$ cat src/rtl/ser_baud_pkg.sv
package ser_baud_pkg;

    localparam int unsigned DATA_W = 8;
    localparam int unsigned CODE_W = 7;
    localparam int unsigned WORD_W = DATA_W + 1 + CODE_W;
    localparam int unsigned CNT_W  = CODE_W + 1;

    localparam logic [CODE_W-1:0] UART_MIN_CODE = CODE_W'(2);
    localparam logic [CODE_W-1:0] I2C_MIN_CODE  = CODE_W'(1);

    typedef enum logic [1:0] {
        LINE_PLAIN = 2'b00,
        LINE_UART  = 2'b01,
        LINE_I2C   = 2'b10,
        LINE_ALT   = 2'b11
    } line_mode_e;

    typedef struct packed {
        logic [CODE_W-1:0] code;
        logic [DATA_W-1:0] data;
    } word_st_t;

    typedef struct packed {
        logic [CNT_W-1:0]  cnt;
        logic [CODE_W-1:0] lat;
        logic              run;
    } div_st_t;

    function automatic logic [CODE_W-1:0] min_code(input line_mode_e m);
        case (m)
            LINE_UART: return UART_MIN_CODE;
            LINE_I2C:  return I2C_MIN_CODE;
            default:   return '0;
        endcase
    endfunction

endpackage

$ cat src/rtl/ser_baud_word.sv
module ser_baud_word
    import ser_baud_pkg::*;
(
    input  logic              clk_i,
    input  logic              rst_ni,
    input  logic              wr_en_i,
    input  logic [WORD_W-1:0] wr_data_i,
    input  logic              chan_en_i,
    output logic [WORD_W-1:0] rd_data_o,
    output logic [CODE_W-1:0] code_o,
    output logic [DATA_W-1:0] data_o
);

    word_st_t st_d, st_q;

    always_comb begin
        st_d = st_q;
        if (wr_en_i) begin
            st_d.data = wr_data_i[DATA_W-1:0];
            if (!chan_en_i) begin
                st_d.code = wr_data_i[WORD_W-1:DATA_W+1];
            end
        end
    end

    always_ff @(posedge clk_i) begin
        if (!rst_ni) begin
            st_q <= '0;
        end else begin
            st_q <= st_d;
        end
    end

    always_comb begin
        rd_data_o = {(chan_en_i ? {CODE_W{1'b0}} : st_q.code), 1'b0, st_q.data};
    end

    assign code_o = st_q.code;
    assign data_o = st_q.data;

    // an enabled channel never changes its stored code
    p_code_locked_r6: assert property (@(posedge clk_i) disable iff (!rst_ni)
        chan_en_i |=> $stable(st_q.code));

    // reserved bit reads as zero
    p_bit8_zero_r2: assert property (@(posedge clk_i) disable iff (!rst_ni)
        rd_data_o[DATA_W] == 1'b0);

endmodule

$ cat src/rtl/ser_baud_legal.sv
module ser_baud_legal
    import ser_baud_pkg::*;
(
    input  logic              clk_i,
    input  logic              rst_ni,
    input  logic [CODE_W-1:0] code_i,
    input  logic [1:0]        mode_i,
    input  logic              chan_en_i,
    output logic [CODE_W-1:0] eff_code_o,
    output logic              err_o
);

    logic [CODE_W-1:0] floor_c;
    logic              bad_c;
    logic              err_d, err_q;

    always_comb begin
        floor_c    = min_code(line_mode_e'(mode_i));
        bad_c      = (code_i < floor_c);
        eff_code_o = bad_c ? floor_c : code_i;
        err_d      = err_q | (chan_en_i & bad_c);
    end

    always_ff @(posedge clk_i) begin
        if (!rst_ni) begin
            err_q <= 1'b0;
        end else begin
            err_q <= err_d;
        end
    end

    assign err_o = err_q;

    // error flag is sticky until reset
    p_err_sticky_r10: assert property (@(posedge clk_i) disable iff (!rst_ni)
        err_q |=> err_q);

    // clamped ratio never below the mode floor
    p_eff_floor_r10: assert property (@(posedge clk_i) disable iff (!rst_ni)
        eff_code_o >= floor_c);

endmodule

$ cat src/rtl/ser_baud_div.sv
module ser_baud_div
    import ser_baud_pkg::*;
(
    input  logic              clk_i,
    input  logic              rst_ni,
    input  logic              chan_en_i,
    input  logic              clk_sel_i,
    input  logic [CODE_W-1:0] eff_code_i,
    output logic              tclk_stb_o
);

    div_st_t st_d, st_q;
    logic    start_c;
    logic    wrap_c;

    always_comb begin
        st_d    = st_q;
        start_c = chan_en_i && !st_q.run;
        wrap_c  = (st_q.cnt == '0);
        st_d.run = chan_en_i;
        if (start_c || (chan_en_i && wrap_c)) begin
            st_d.cnt = {eff_code_i, 1'b1};
            st_d.lat = eff_code_i;
        end else if (chan_en_i) begin
            st_d.cnt = st_q.cnt - CNT_W'(1);
        end
        tclk_stb_o = st_q.run && chan_en_i && !clk_sel_i && wrap_c;
    end

    always_ff @(posedge clk_i) begin
        if (!rst_ni) begin
            st_q <= '0;
        end else begin
            st_q <= st_d;
        end
    end

    // the strobe is one cycle wide
    p_stb_single_r3: assert property (@(posedge clk_i) disable iff (!rst_ni)
        tclk_stb_o |=> !tclk_stb_o);

    // no strobe in the cycle right after the enabling edge
    p_no_early_stb_r9: assert property (@(posedge clk_i) disable iff (!rst_ni)
        (chan_en_i && !st_q.run) |=> !tclk_stb_o);

    // the counter never exceeds the period latched at the last reload
    p_cnt_bound_r11: assert property (@(posedge clk_i) disable iff (!rst_ni)
        st_q.run |-> (st_q.cnt <= {st_q.lat, 1'b1}));

endmodule

$ cat src/rtl/ser_baud_top.sv
module ser_baud_top
    import ser_baud_pkg::*;
(
    input  logic              clk_i,
    input  logic              rst_ni,
    input  logic              wr_en_i,
    input  logic [WORD_W-1:0] wr_data_i,
    output logic [WORD_W-1:0] rd_data_o,
    input  logic              chan_en_i,
    input  logic              clk_sel_i,
    input  logic [1:0]        mode_i,
    output logic [DATA_W-1:0] buf_o,
    output logic              tclk_stb_o,
    output logic              err_o
);

    logic [CODE_W-1:0] code_w;
    logic [CODE_W-1:0] eff_w;

    ser_baud_word u_word (
        .clk_i     (clk_i),
        .rst_ni    (rst_ni),
        .wr_en_i   (wr_en_i),
        .wr_data_i (wr_data_i),
        .chan_en_i (chan_en_i),
        .rd_data_o (rd_data_o),
        .code_o    (code_w),
        .data_o    (buf_o)
    );

    ser_baud_legal u_legal (
        .clk_i      (clk_i),
        .rst_ni     (rst_ni),
        .code_i     (code_w),
        .mode_i     (mode_i),
        .chan_en_i  (chan_en_i),
        .eff_code_o (eff_w),
        .err_o      (err_o)
    );

    ser_baud_div u_div (
        .clk_i      (clk_i),
        .rst_ni     (rst_ni),
        .chan_en_i  (chan_en_i),
        .clk_sel_i  (clk_sel_i),
        .eff_code_i (eff_w),
        .tclk_stb_o (tclk_stb_o)
    );

    // the code field is hidden while running
    p_hidden_code_r7: assert property (@(posedge clk_i) disable iff (!rst_ni)
        chan_en_i |-> (rd_data_o[WORD_W-1:DATA_W+1] == '0));

    // an external clock selection silences the strobe
    p_ext_quiet_r4: assert property (@(posedge clk_i) disable iff (!rst_ni)
        clk_sel_i |-> !tclk_stb_o);

endmodule

$ cat config.mk
export PLATFORM = sky130hd
export DESIGN_NAME = ser_baud_top
export DESIGN_NICKNAME = d
export VERILOG_FILES = /design/src/rtl/ser_baud_pkg.sv /design/src/rtl/ser_baud_word.sv /design/src/rtl/ser_baud_legal.sv /design/src/rtl/ser_baud_div.sv /design/src/rtl/ser_baud_top.sv
export SDC_FILE = /design/constraint.sdc
export NUM_CORES = 1
export LEC_CHECK = 0
export BUFFER_PORTS_ARGS = -buffer_cell sky130_fd_sc_hd__buf_2
export CORE_UTILIZATION = 23
export DETAILED_ROUTE_END_ITERATION = 12
export GPL_ROUTABILITY_DRIVEN = 1
export SYNTH_ARGS = -nofsm -noshare
export SYNTH_HDL_FRONTEND = slang
export SYNTH_SLANG_ARGS = --single-unit
$ cat constraint.sdc
create_clock -name clk_i -period 4.9 [get_ports clk_i]
set_clock_uncertainty 0.2 [all_clocks]
set_input_delay 0.49 -clock clk_i [delete_from_list [all_inputs] [get_ports clk_i]]
set_output_delay 0.49 -clock clk_i [all_outputs]
set_load 0.1 [all_outputs]
Yosys cells after proc, flatten, opt, wreduce, memory -nomap -nowiden
Cells that the tools add are included.
{"block": "classes", "eq_ne": 2, "reduce_logical": 11, "order_cmp": 1, "muxes": 5, "addsub": 1, "bitwise_logic": 3}
{"cell": "8-bit two-way mux", "count": 2}
{"cell": "7-bit two-way mux", "count": 2}
{"cell": "8-bit logical NOT", "count": 1}
{"cell": "8-bit by 1-bit subtractor with 8-bit output, second input constant", "count": 1}
{"cell": "7-bit by 2-bit < comparator with 1-bit output", "count": 1}
{"cell": "1-bit logical AND", "count": 5}
{"cell": "2-bit one-hot mux with 2 select lines", "count": 1}
{"cell": "2-bit by 1-bit equality test with 1-bit output, second input constant", "count": 1}
{"cell": "2-bit equality test, second input constant", "count": 1}
{"cell": "1-bit logical NOT", "count": 2}
{"cell": "2-bit AND reduction", "count": 1}
{"cell": "2-bit nonzero test", "count": 1}
{"cell": "1-bit bitwise AND", "count": 1}
{"cell": "1-bit logical OR", "count": 1}
{"cell": "1-bit NOT", "count": 1}
{"cell": "1-bit bitwise OR", "count": 1}
{"block": "word_totals", "output_inout_bits": 26, "reg_bits": 25, "wordCells": 28}

Depth between registers and ports, before layout
{"block": "depth", "depth_word": 5, "mapped_depth": 6, "ltp_nobuf": 6}

Cells and area by module
From an unflattened synthesis, not the netlist that was laid out.
{"block": "hier_totals", "hier_cells": 171, "area_unflattened_um2": 1492.7}
{"module": "ser_baud_word", "instances": 1, "seq_area_each_um2": 300.3, "cells_per_inst": 74, "area_per_inst_um2": 719.4}
{"module": "ser_baud_div", "instances": 1, "seq_area_each_um2": 180.2, "cells_per_inst": 79, "area_per_inst_um2": 634.4}
{"module": "ser_baud_legal", "instances": 1, "seq_area_each_um2": 20.0, "cells_per_inst": 18, "area_per_inst_um2": 138.9}

Least setup slack after synthesis
OpenSTA, ideal clock, no wires.
{"block": "synth_path", "kind": "input to output", "startpoint": "input port chan_en_i", "endpoint": "output port tclk_stb_o", "stages": 4, "slack_ps": 972, "t_arrival_ps": 3238, "t_required_ps": 4210, "path_cell_list": "clkbuf_1 and4bb_1 nand2_1 nor3b_1"}
{"block": "synth_between", "elab_chain_cells": 3}
{"item": "from (decl)", "line_no": "ser_baud_top.sv:9", "source": "input logic chan_en_i,"}
{"item": "1-bit logical AND (3 in series)", "line_no": "ser_baud_div.sv:27", "source": "tclk_stb_o = st_q.run && chan_en_i && !clk_sel_i && wrap_c;"}
{"item": "to (decl)", "line_no": "ser_baud_top.sv:13", "source": "output logic tclk_stb_o,"}
Every way passes these cells.

Worst setup path in the final report
{"block": "layout_path", "startpoint": "register u_div.st_q[8] in the netlist's numbering", "endpoint": "output port tclk_stb_o"}
{"block": "layout_between", "elab_chain_cells": 2}
{"item": "from (decl)", "line_no": "ser_baud_div.sv:12", "source": "div_st_t st_d, st_q;"}
{"item": "from (signal assigned)", "line_no": "ser_baud_div.sv:34", "source": "st_q <= st_d;"}
{"item": "8-bit logical NOT", "line_no": "ser_baud_div.sv:19", "source": "wrap_c = (st_q.cnt == '0);"}
{"item": "1-bit logical AND", "line_no": "ser_baud_div.sv:27"}
Every way passes these cells.

==> qor.log <==
INFO  timing         layout_min_cycle_time=2.62ns
INFO  synthesis      compound_gate_fraction_of_synth_area=13.8%
INFO  clock_network  clock_sinks=25
INFO  power_and_ir_drop power.ir.vdd_worst=0.116mV
INFO  routing        detailedRoute.firstPassIterationCount=4
INFO  finish         final_layout_size_suffix_gt1_share=29.2%
INFO  setup_path     worst_path_max_delay_cell=buf_2
INFO  synthesis      synth-main-ff-cell=dfxtp_1
INFO  synthesis      syn-instance-count=151
INFO  timing         worst_max_slew_margin_expressed_relative_to_the_limit=43.4%
INFO  synthesis      yosys_register_bits=25
INFO  routing        route.top_layer_used=met4
INFO  setup_path     worst-setup-path-type=reg2out
INFO  global_routing globalRouteTotalUtil=10.8%
INFO  floorplan      ios=49
INFO  place          io_buffers=46
INFO  setup_path     worst_setup_path_startpoint=u_div.st_q[8]$_SDFFE_PN0P_
INFO  setup_path     critical_path.cell_chain=inv_1, ha_1, and4bb_1, nand2_1, nor3b_1, buf_2
INFO  global_routing gr-total-overflow=0
INFO  finish         layout.cells.most_common_list=46 x buf_2, 25 x dfxtp_1, 22 x nor2b_1
INFO  clock_network  cts_root_buffer=clkbuf_8
INFO  timing         min_period_over_period=53.5%
INFO  synthesis      synthesis.yosys.warnings=0
INFO  timing         setup_viol=0
INFO  synthesis      synth-seq-area-share=36.5%
INFO  synthesis      largest_family_of_logic_cells_by_synthesized_area=simple AND/OR/NAND/NOR gates
INFO  power_and_ir_drop total_power=544uW
INFO  power_and_ir_drop power_frac_seq=43.2%
INFO  clock_network  cts_hold_repair.buffers=0
INFO  routing        met2WireLength=1420um
INFO  clock_network  cts.htree.levels=1
INFO  global_routing maximum_number_of_pins_on_one_net_before_global_route_repair=27
INFO  finish         final_net_count=212
INFO  setup_path     crit_path_start_kind=flop
INFO  routing        detail_route.vias_per_cell=4.68
INFO  routing        route.met3.wl=211um
INFO  routing        drc_errors=0
INFO  power_and_ir_drop net_load_switching_power=217uW
INFO  clock_network  cts_buffers=3
INFO  setup_path     cp_top_family=buffers and inverters
INFO  synthesis      post_synth_mux_area_share=12.9%
INFO  timing         finalWorstSetupSlack=2.28ns
INFO  power_and_ir_drop power.share.switching=39.8%
INFO  synthesis      synth_fa_ha_area_share=2.73%
INFO  power_and_ir_drop leakage_power=0.745nW
INFO  clock_network  clock_tree_from_tritoncts=done
INFO  place          place_congestion=0.783
INFO  clock_network  clock_tree_buf_depth=2
INFO  floorplan      area_of_the_die=0.00628mm2
INFO  routing        detailed_router_s_first_iteration_violation_count=83
INFO  status         status=completed
INFO  setup_path     regToRegStartpoint=u_div.st_q[8]$_SDFFE_PN0P_
INFO  timing         upper_clock_frequency_limit=382MHz
INFO  finish         diode_count=0
INFO  synthesis      synth.top_cells.by_area=dfxtp_1 36%, mux2i_1 11%, nor2b_1 10%
INFO  floorplan      initial_utilization=24.3%
INFO  power_and_ir_drop pwr-share-clk=23.0%
INFO  routing        wirelength=3110um
INFO  synthesis      synth_simple_gate_area_share=25.6%
INFO  setup_path     timing.critical_path.buf_inv=2
INFO  floorplan      std_cell_core_area=0.00564mm2
INFO  finish         synthToLayoutAreaGrowth=19.8%
INFO  power_and_ir_drop comb_power_share=33.7%
INFO  timing         final-hold-violation-count=0
INFO  routing        avgRoutedWirePerCell=12.1um
INFO  synthesis      post_synth_xor_area_fraction=0%
INFO  finish         mostFrequentLayoutCell=buf_2
INFO  place          detailed_place_hpwl=2250um
INFO  routing        wirelength_met1=1440um
INFO  clock_network  clock_latency=0.27ns
INFO  setup_path     critical_path_maximum_fanout=8
INFO  setup_path     arrival=1.93ns
INFO  setup_path     required=4.21ns
INFO  synthesis      post-synth-top-area-fraction=36.5%
INFO  job            number_of_max_capacitance_violations_reported=0
INFO  synthesis      yosys.area.top_type=dfxtp_1
INFO  timing         maxSlewViolCount=0
INFO  synthesis      mappedNetlistNets=177
INFO  power_and_ir_drop internal_power=327uW
INFO  floorplan      die_width=79.3um
INFO  min_path       hp-start=wr_data_i[10]
INFO  routing        num_vias=1203
INFO  global_routing grt_pass1_vias=1080
INFO  clock_network  clkTransAtPathRegs=0.09ns
INFO  synthesis      synthesis.area_per_instance=9.09um2
INFO  clock_network  post_cts_setup_repair_buffer_count=0
INFO  timing         tightest_slew=0.848ns
INFO  synthesis      async_set_or_reset_register_ratio_after_synthesis=0%
INFO  setup_path     critical_path.endpoint_type=output port
INFO  global_routing grt_pass1_wl=5270um
INFO  setup_path     worst_path_max_stage_delay=0.45ns
INFO  synthesis      yosys.cell_types.count=43
INFO  min_path       hold_path_class=in2reg
INFO  synthesis      synth_edf_count=0
INFO  floorplan      fp-row-count=27
INFO  power_and_ir_drop power-per-cell-area=331mW/mm2
INFO  clock_network  post_cts_resized=0
INFO  routing        detail-route-antenna-nets=0
INFO  finish         finish.utilization=29.1%
INFO  floorplan      dieHeight=79.3um
INFO  place          place_ws=2.40ns
INFO  synthesis      combined_area_of_all_synthesized_cells=0.00137mm2
INFO  global_routing antenna_found_initial=0
INFO  timing         rsz0062_at_grt=no
INFO  timing         setup_tns=0ns
-- final timing paths --
path / slack [ns] / depth (start not counted) / end
hold / removal: 0.26 / 3 / u_word.code_o[1]$_SDFFE_PN0P_
hold reg to reg: 0.27 / 1 / u_legal.err_o$_SDFF_PN0_
setup reg to reg: 2.54 / 6 / u_div.st_q[11]$_SDFFE_PN0P_
setup / recovery: 2.28 / 6 / tclk_stb_o
-- layer usage --
| metal | global-route usage (%) | up-vias |
|---|---|---|
| met4 | 3.45 | 0 |
| met3 | 2.99 | 4 |
| li1 | - | 600 |
| met2 | 17.2 | 42 |
| met5 | 0 | - |
| met1 | 13.9 | 557 |
-- layout make-up --
cell class | instances | area, um2
Inverter | 5 | 18.8
Timing Repair Buffer | 46 | 230
Clock buffer | 3 | 41.3
Multi-Input combinational cell | 105 | 758
Tap cell | 72 | 90.1
Clock inverter | 1 | 5.00
Fill cell | 601 | 4000
Sequential cell | 25 | 500
-- power groups by stage --
stage / Sequential (mW) / Clock (mW) / Combinational [mW]
global placement: 0.239 / 0 / 0.183
CTS: 0.235 / 0.133 / 0.184
detailed placement: 0.240 / 0 / 0.183
finish: 0.235 / 0.125 / 0.184
floorplan: 0.269 / 0 / 0.124
global route: 0.239 / 0.141 / 0.196
-- synth_stat cells, drive strengths merged, types with 2 or more instances --
library cell	instances
nor3	3
inv	5
nor3b	2
ha	3
nand3	2
and2	2
clkbuf	6
a311o	2
buf	10
o21ai	7
nand2	7
mux2i	15
a31oi	3
a21oi	6
nor4	3
dfxtp	25
nor2b	23
nor2	4
nand2b	2
or4	2
mux2	2
-- logic make-up (layout without fill, tap and decap cells) --
kind of cell,count (synthesis),count (layout)
DFF,25,25
and+or+nand+nor,57,57
other,1,1
adders and majority gates,3,3
muxes,17,17
buffers and inverters,21,55
AOI/OAI and AO/OA,27,27
-- state kept, by name, indices dropped and copies added (netlist names) --
name	flops
u_legal.err_o	1
u_word.data_o	8
u_word.code_o	7
u_div.st_q	9
-- worst min-delay path: stages --
cell and delay, ns:
buf_2 0.08, a21oi_1 0.05, nor2b_1 0.09
-- through the flow --
| step | hold slack [ns] | cells | instance area [um2] |
|---|---|---|---|
| 4_1_cts | 0.258 | 257 | 1640 |
| 3_5_place_dp | 0.253 | 253 | 1600 |
| 6_report | 0.263 | 257 | 1640 |
| 5_1_grt | 0.262 | 257 | 1640 |
| 2_1_floorplan | 0.251 | 151 | 1370 |
| 3_3_place_gp | 0.245 | 253 | 1600 |
No activity file was read; power rests on OpenSTA's default activity.
